File: config.mk
export PLATFORM = sky130hd
export DESIGN_NAME = prev_addr_capture
export DESIGN_NICKNAME = d
export VERILOG_FILES = /design/src/rtl/pac_pkg.sv /design/src/rtl/pac_capture_sel.sv /design/src/rtl/pac_sw_gate.sv /design/src/rtl/pac_defined_track.sv /design/src/rtl/prev_addr_capture.sv
export SDC_FILE = /design/constraint.sdc
export NUM_CORES = 1
export LEC_CHECK = 0
export BUFFER_PORTS_ARGS = -buffer_cell sky130_fd_sc_hd__clkbuf_2
export CAP_MARGIN = 20
export CORE_MARGIN = 4
export CORE_UTILIZATION = 31
export DETAILED_ROUTE_END_ITERATION = 16
export HOLD_SLACK_MARGIN = 0.03
export PLACE_DENSITY = 0.76
export RECOVER_POWER = 100
export REMOVE_ABC_BUFFERS = 1
export SYNTH_ARGS = -nofsm -noshare
export SYNTH_HDL_FRONTEND = slang
export SYNTH_SLANG_ARGS = --single-unit
File: constraint.sdc
create_clock -name clk -period 0.81 [get_ports clk]
set_input_delay 0.0405 -clock clk [delete_from_list [all_inputs] [get_ports clk]]
set_output_delay 0.0405 -clock clk [all_outputs]
set_load 0.02 [all_outputs]
File: src/rtl/pac_pkg.sv
// Package: shared types for the previous-address capture register.
// Assumes nothing beyond SystemVerilog 2017.
package pac_pkg;
    // What a retire event asks the register to do.
    typedef enum logic [1:0] {
        CAP_NONE   = 2'd0,
        CAP_BUNDLE = 2'd1,
        CAP_BYTE   = 2'd2
    } cap_kind_e;
endpackage

File: src/rtl/pac_capture_sel.sv
// Module: pac_capture_sel
// Classifies a retire event and forms the address to capture.
// Assumes: at most one retire per cycle; legacy addresses use LEG_AW low bits.
module pac_capture_sel
    import pac_pkg::*;
#(
    parameter int XLEN      = 64,
    parameter int LEG_AW    = 32,
    parameter int SLOT_BITS = 4
) (
    input  logic            ret_valid,
    input  logic            ret_legacy,
    input  logic            ret_fault,
    input  logic            ic_before,
    input  logic [XLEN-1:0] ret_addr,
    output cap_kind_e       kind,
    output logic [XLEN-1:0] cap_val
);
    localparam logic [XLEN-1:0] BUNDLE_MASK = {{(XLEN-SLOT_BITS){1'b1}}, {SLOT_BITS{1'b0}}};

    logic [XLEN-1:0] leg_ext;

    // Zero-extend the legacy byte address; the variant follows LEG_AW.
    generate
        if (LEG_AW < XLEN) begin : g_ext
            assign leg_ext = {{(XLEN-LEG_AW){1'b0}}, ret_addr[LEG_AW-1:0]};
        end else begin : g_full
            assign leg_ext = ret_addr;
        end
    endgenerate

    // Decide whether and how the event updates the register.
    always_comb begin
        kind = CAP_NONE;
        if (ret_valid && ic_before) begin
            if (ret_legacy)      kind = CAP_BYTE;
            else if (!ret_fault) kind = CAP_BUNDLE;
        end
    end

    // Select the address form that matches the capture kind.
    always_comb begin
        cap_val = (kind == CAP_BYTE) ? leg_ext : (ret_addr & BUNDLE_MASK);
    end
endmodule

File: src/rtl/pac_sw_gate.sv
// Module: pac_sw_gate
// Gates software access on the collection-enable bit.
// Assumes: read data is combinational from the register.
module pac_sw_gate #(
    parameter int XLEN = 64
) (
    input  logic            coll_en,
    input  logic            sw_rd,
    input  logic            sw_wr,
    input  logic [XLEN-1:0] reg_q,
    output logic            wr_ok,
    output logic [XLEN-1:0] rd_data,
    output logic            illegal_op
);
    // Flag accesses while enabled; pass legal reads and writes.
    always_comb begin
        illegal_op = coll_en && (sw_rd || sw_wr);
        wr_ok      = !coll_en && sw_wr;
        rd_data    = (!coll_en && sw_rd) ? reg_q : '0;
    end
endmodule

File: src/rtl/pac_defined_track.sv
// Module: pac_defined_track
// Tracks whether the register contents are meaningful.
// Assumes: an explicit change of collection-enable arrives as a retire whose
// before and after values differ.
module pac_defined_track (
    input  logic clk,
    input  logic rst_n,
    input  logic ret_valid,
    input  logic ic_before,
    input  logic ic_after,
    input  logic intr,
    input  logic coll_en,
    input  logic wr_ok,
    output logic defined
);
    logic set_ev;
    logic clr_ev;

    // Events that make the contents meaningful or stale.
    always_comb begin
        set_ev = (intr && coll_en) || wr_ok;
        clr_ev = ret_valid && (ic_before != ic_after);
    end

    // Flag register; a set event wins over a clear event.
    always_ff @(posedge clk) begin
        if (!rst_n)      defined <= 1'b0;
        else if (set_ev) defined <= 1'b1;
        else if (clr_ev) defined <= 1'b0;
    end
endmodule

File: src/rtl/prev_addr_capture.sv
// Module: prev_addr_capture (top)
// Holds the address of the last instruction that completed with collection
// enabled. Software may access it only while collection is off.
// Assumes: XLEN stays 64, since all bits are kept regardless of address width.
module prev_addr_capture
    import pac_pkg::*;
#(
    parameter int XLEN      = 64,
    parameter int LEG_AW    = 32,
    parameter int SLOT_BITS = 4
) (
    input  logic            clk,
    input  logic            rst_n,
    input  logic            ret_valid,
    input  logic [XLEN-1:0] ret_addr,
    input  logic            ret_legacy,
    input  logic            ret_fault,
    input  logic            ic_before,
    input  logic            ic_after,
    input  logic            intr,
    input  logic            coll_en,
    input  logic            sw_rd,
    input  logic            sw_wr,
    input  logic [XLEN-1:0] sw_wdata,
    output logic [XLEN-1:0] addr_q,
    output logic [XLEN-1:0] rd_data,
    output logic            illegal_op,
    output logic            defined
);
    cap_kind_e       kind;
    logic [XLEN-1:0] cap_val;
    logic            wr_ok;

    pac_capture_sel #(.XLEN(XLEN), .LEG_AW(LEG_AW), .SLOT_BITS(SLOT_BITS)) u_sel (
        .ret_valid  (ret_valid),
        .ret_legacy (ret_legacy),
        .ret_fault  (ret_fault),
        .ic_before  (ic_before),
        .ret_addr   (ret_addr),
        .kind       (kind),
        .cap_val    (cap_val)
    );

    pac_sw_gate #(.XLEN(XLEN)) u_gate (
        .coll_en    (coll_en),
        .sw_rd      (sw_rd),
        .sw_wr      (sw_wr),
        .reg_q      (addr_q),
        .wr_ok      (wr_ok),
        .rd_data    (rd_data),
        .illegal_op (illegal_op)
    );

    pac_defined_track u_def (
        .clk       (clk),
        .rst_n     (rst_n),
        .ret_valid (ret_valid),
        .ic_before (ic_before),
        .ic_after  (ic_after),
        .intr      (intr),
        .coll_en   (coll_en),
        .wr_ok     (wr_ok),
        .defined   (defined)
    );

    // Address register; a legal software write beats a hardware capture.
    always_ff @(posedge clk) begin
        if (!rst_n)                addr_q <= '0;
        else if (wr_ok)            addr_q <= sw_wdata;
        else if (kind != CAP_NONE) addr_q <= cap_val;
    end
endmodule

==> impl_results.md <==
* Status: complete, but fails checks
* Failing checks: negative setup slack
* Cell depth of the worst hold path at 3
* Final ANT Viol Nets at 0
* Placer Congestion at 0.8257
* PD cells at 1354 mW/mm^2
* Sequential fraction of design power at 32.0%
* Vias in the first global route at 5543
* Slew margin rel. at 78.02%
* Critical path arrival at 1.07 ns
* Hold crit path type: in -> reg
* Synth warn at 0
* F_max at 898.1 MHz
* DIE HEIGHT at 115.0 um
* Length in cells of the worst reg-to-reg path at 3
* Vias per inst at 5.751
* CTS root buf: clkbuf_16
* Pin count of the biggest net entering global routing at 65
* Worst-margin pin slew at 0.3291 ns
* DR top layer: met4
* DP HPWL at 9.627 mm
* Crit path max-delay family: simple AND/OR/NAND/NOR gates
* # clock sinks at 65
* Power Internal at 8.187 mW
* RSZ-0062 raised after global routing: true
* Combinational Power Share at 30.0%
* Clock Path Buffers at 2
* Final wirelength at 22.47 mm
* Gate Count Post-Synth at 453
* Clock share of power at 38.0%
* Critical-path cell list: buf_8, and2b_4, clkbuf_16, and2_1, clkbuf_8
* Levels on crit path at 5
* Nets at 990
* Row count at 38
* Chip width at 115.0 um
* Synthesis-to-layout area growth at 139.2%
* Metal1 wirelength at 7.846 mm
* Layout Skew at 0 ns
* Gr ovfl total at 0
* Global router's overall resource usage at 27.93%
* H-Tree Depth at 3
* WP buf/inv at 3
* Period utilisation layout at 137.5%
* Critical Path Start Type: input port
* Synthesis-stage register bit count at 65
* IO Port Bufs at 268
* Core ar. at 0.01103 sq mm
* Library cell with the largest summed area after synthesis: dfxtp_1
* Post-cts hold buffer count at 119
* Final setup viols at 136
* Avg Inst Size Synth at 7.841 sq um
* Slew Viols, Final at 0
* CTS tree: built
* Slowest cell on crit path: and2b_4
* Worst VDD drop at 1.021 mV
* Total number of vias at 5739
* 1st-pass router iterations at 5
* Hold Violations, Final at 0
* CP peak stage delay at 0.35 ns
* Power Total at 11.51 mW
* Worst EP required at 0.77 ns
* Worst Path Max Fanout at 16
* Static Leak at 3.773 nW
* Area fraction of the dominant cell type after synthesis at 36.63%
* DR WL met2 at 10.76 mm
* Unique cell type count in the Yosys netlist at 25
* Switch share at 28.86%
* Max Cap Violations at 0
* Residual DRC at 0
* Initial antenna violation count at 0
* CP Capture Type: output pin
* Share of post-route cells with drive strength above 1 at 53.04%
* Placed cells at 835
* Synth top area cells: dfxtp_1, and2_1, nand3_1, o21ai_0, o2111ai_1
* Final Non-Filler Cells at 998
* DIE AREA at 0.01324 sq mm
* Clock transition at path regs at 0.06 ns
* Period minus WS final at 1.113 ns
* Placed Instance Area at 0.005182 sq mm
* TNS Setup at -18.72 ns
* Clock buffer count from CTS at 9
* Mapped Area at 0.003552 sq mm
* CP Class: in -> out
* Ports at 269
* Starting Density at 32.20%
* Register area share after synthesis at 36.63%
* Global-route wire length before repair at 29.63 mm
* Drt wl/cell at 22.52 um
* Post-route cell area at 0.008497 sq mm
* Met3 wire len at 2.712 mm
* Final setup margin at -0.3035 ns
* Worst-Skew Late Latency at 0.33 ns
* Switching pwr at 3.321 mW
* Drt first-iter violations at 697
flip-flops by register name (all words and copies together), names as in the netlist:
signal and cells:
u_def.defined 1, addr_q 64
placed cells by master, fill, tap and decap left out, types with 12 or more instances in the layout:
| cell | instances |
|---|---|
| clkbuf_2 | 136 |
| and2_4 | 40 |
| nand3_1 | 60 |
| o21ai_0 | 52 |
| and2_1 | 24 |
| nand4_1 | 32 |
| dfxtp_2 | 36 |
| nand2_1 | 33 |
| o2111ai_1 | 32 |
| buf_8 | 94 |
| buf_6 | 30 |
| clkbuf_16 | 12 |
| a31oi_1 | 28 |
| dfxtp_4 | 29 |
| dlygate4sd3_1 | 119 |
| buf_12 | 14 |
| buf_4 | 24 |
| clkbuf_8 | 21 |
synth_stat cells:
| cell type | n |
|---|---|
| and4bb_2 | 1 |
| and3b_1 | 1 |
| buf_2 | 23 |
| and2_0 | 4 |
| o2111ai_1 | 32 |
| o21ai_0 | 57 |
| clkbuf_1 | 22 |
| dfxtp_1 | 65 |
| xnor2_1 | 1 |
| nand2_1 | 34 |
| a21oi_1 | 2 |
| inv_1 | 2 |
| a221o_1 | 4 |
| nand2b_1 | 2 |
| nand3_1 | 60 |
| buf_6 | 3 |
| buf_4 | 9 |
| and2_1 | 65 |
| and2b_1 | 2 |
| nor2b_1 | 1 |
| a31oi_1 | 28 |
| a211oi_2 | 1 |
| o21a_1 | 1 |
| nand4_1 | 32 |
| nor3_2 | 1 |
cell type report:
cell class	instances	area [sq um]
Timing Repair Buffer	444	4452
Fill cell	624	2534
Multi-Input combinational cell	329	2071
Sequential cell	65	1455
Clock buffer	12	256.5
Tap cell	140	175.2
Clock inverter	4	75.07
Inverter	2	7.507
Antenna cell	2	5.005
final timing paths:
path	slack, ns	startpoint	to
worst max-delay path	-0.30	coll_en	rd_data[38]
worst min-delay path	0.01	sw_wdata[2]	addr_q[2]
worst max register to register	-0.04	addr_q[32]	addr_q[32]
worst min register to register	0.50	u_def.defined	u_def.defined
stage by stage:
stage	hold WS (ns)	worst slack [ns]	utilization [%]
floorplan	0.1495	-1.705	-
global placement	0.2377	-0.2306	46.98
detailed placement	0.2383	-0.2186	46.98
CTS	0.003311	-0.2000	70.89
global route	0.03459	-0.3375	76.99
finish	0.01425	-0.3035	77.03
worst min-delay path: stages:
cell and delay, ns:
clkbuf_2 0.07, and2_0 0.10, a221o_1 0.09
per-layer routing:
| layer | up-vias | track usage [%] |
|---|---|---|
| met2 | 454 | 47.84 |
| met5 | - | 0 |
| met3 | 114 | 8.789 |
| met1 | 2688 | 31.78 |
| li1 | 2483 | - |
| met4 | 0 | 12.52 |
cells by family after synthesis:
kind of cell	Yosys count	synth area share [%]
buffers and inverters	59	8.630
AO/OA/AOI/OAI	125	22.83
flip-flops	65	36.63
AND/OR/NAND/NOR	203	31.67
XOR/XNOR	1	0.2466
what timing repair did:
action                                 4_1_cts  5_1_grt
setup buffers                                0       22
resized for setup                          310      215
cloned                                       0        5
setup endpoints to repair                  129      134
pin swaps                                    0       19
endpoints found under the hold margin       65        1
power by group through the flow:
stage | clock (mW) | sequential, mW | combinational (mW)
3_5_place_dp | 0 | 3.65 | 1.95
5_1_grt | 4.57 | 3.71 | 3.60
6_report | 4.37 | 3.69 | 3.45
3_3_place_gp | 0 | 3.65 | 1.93
2_1_floorplan | 0 | 3.87 | 0.629
4_1_cts | 4.45 | 3.66 | 2.82
(Power assumes the default switching activity.)
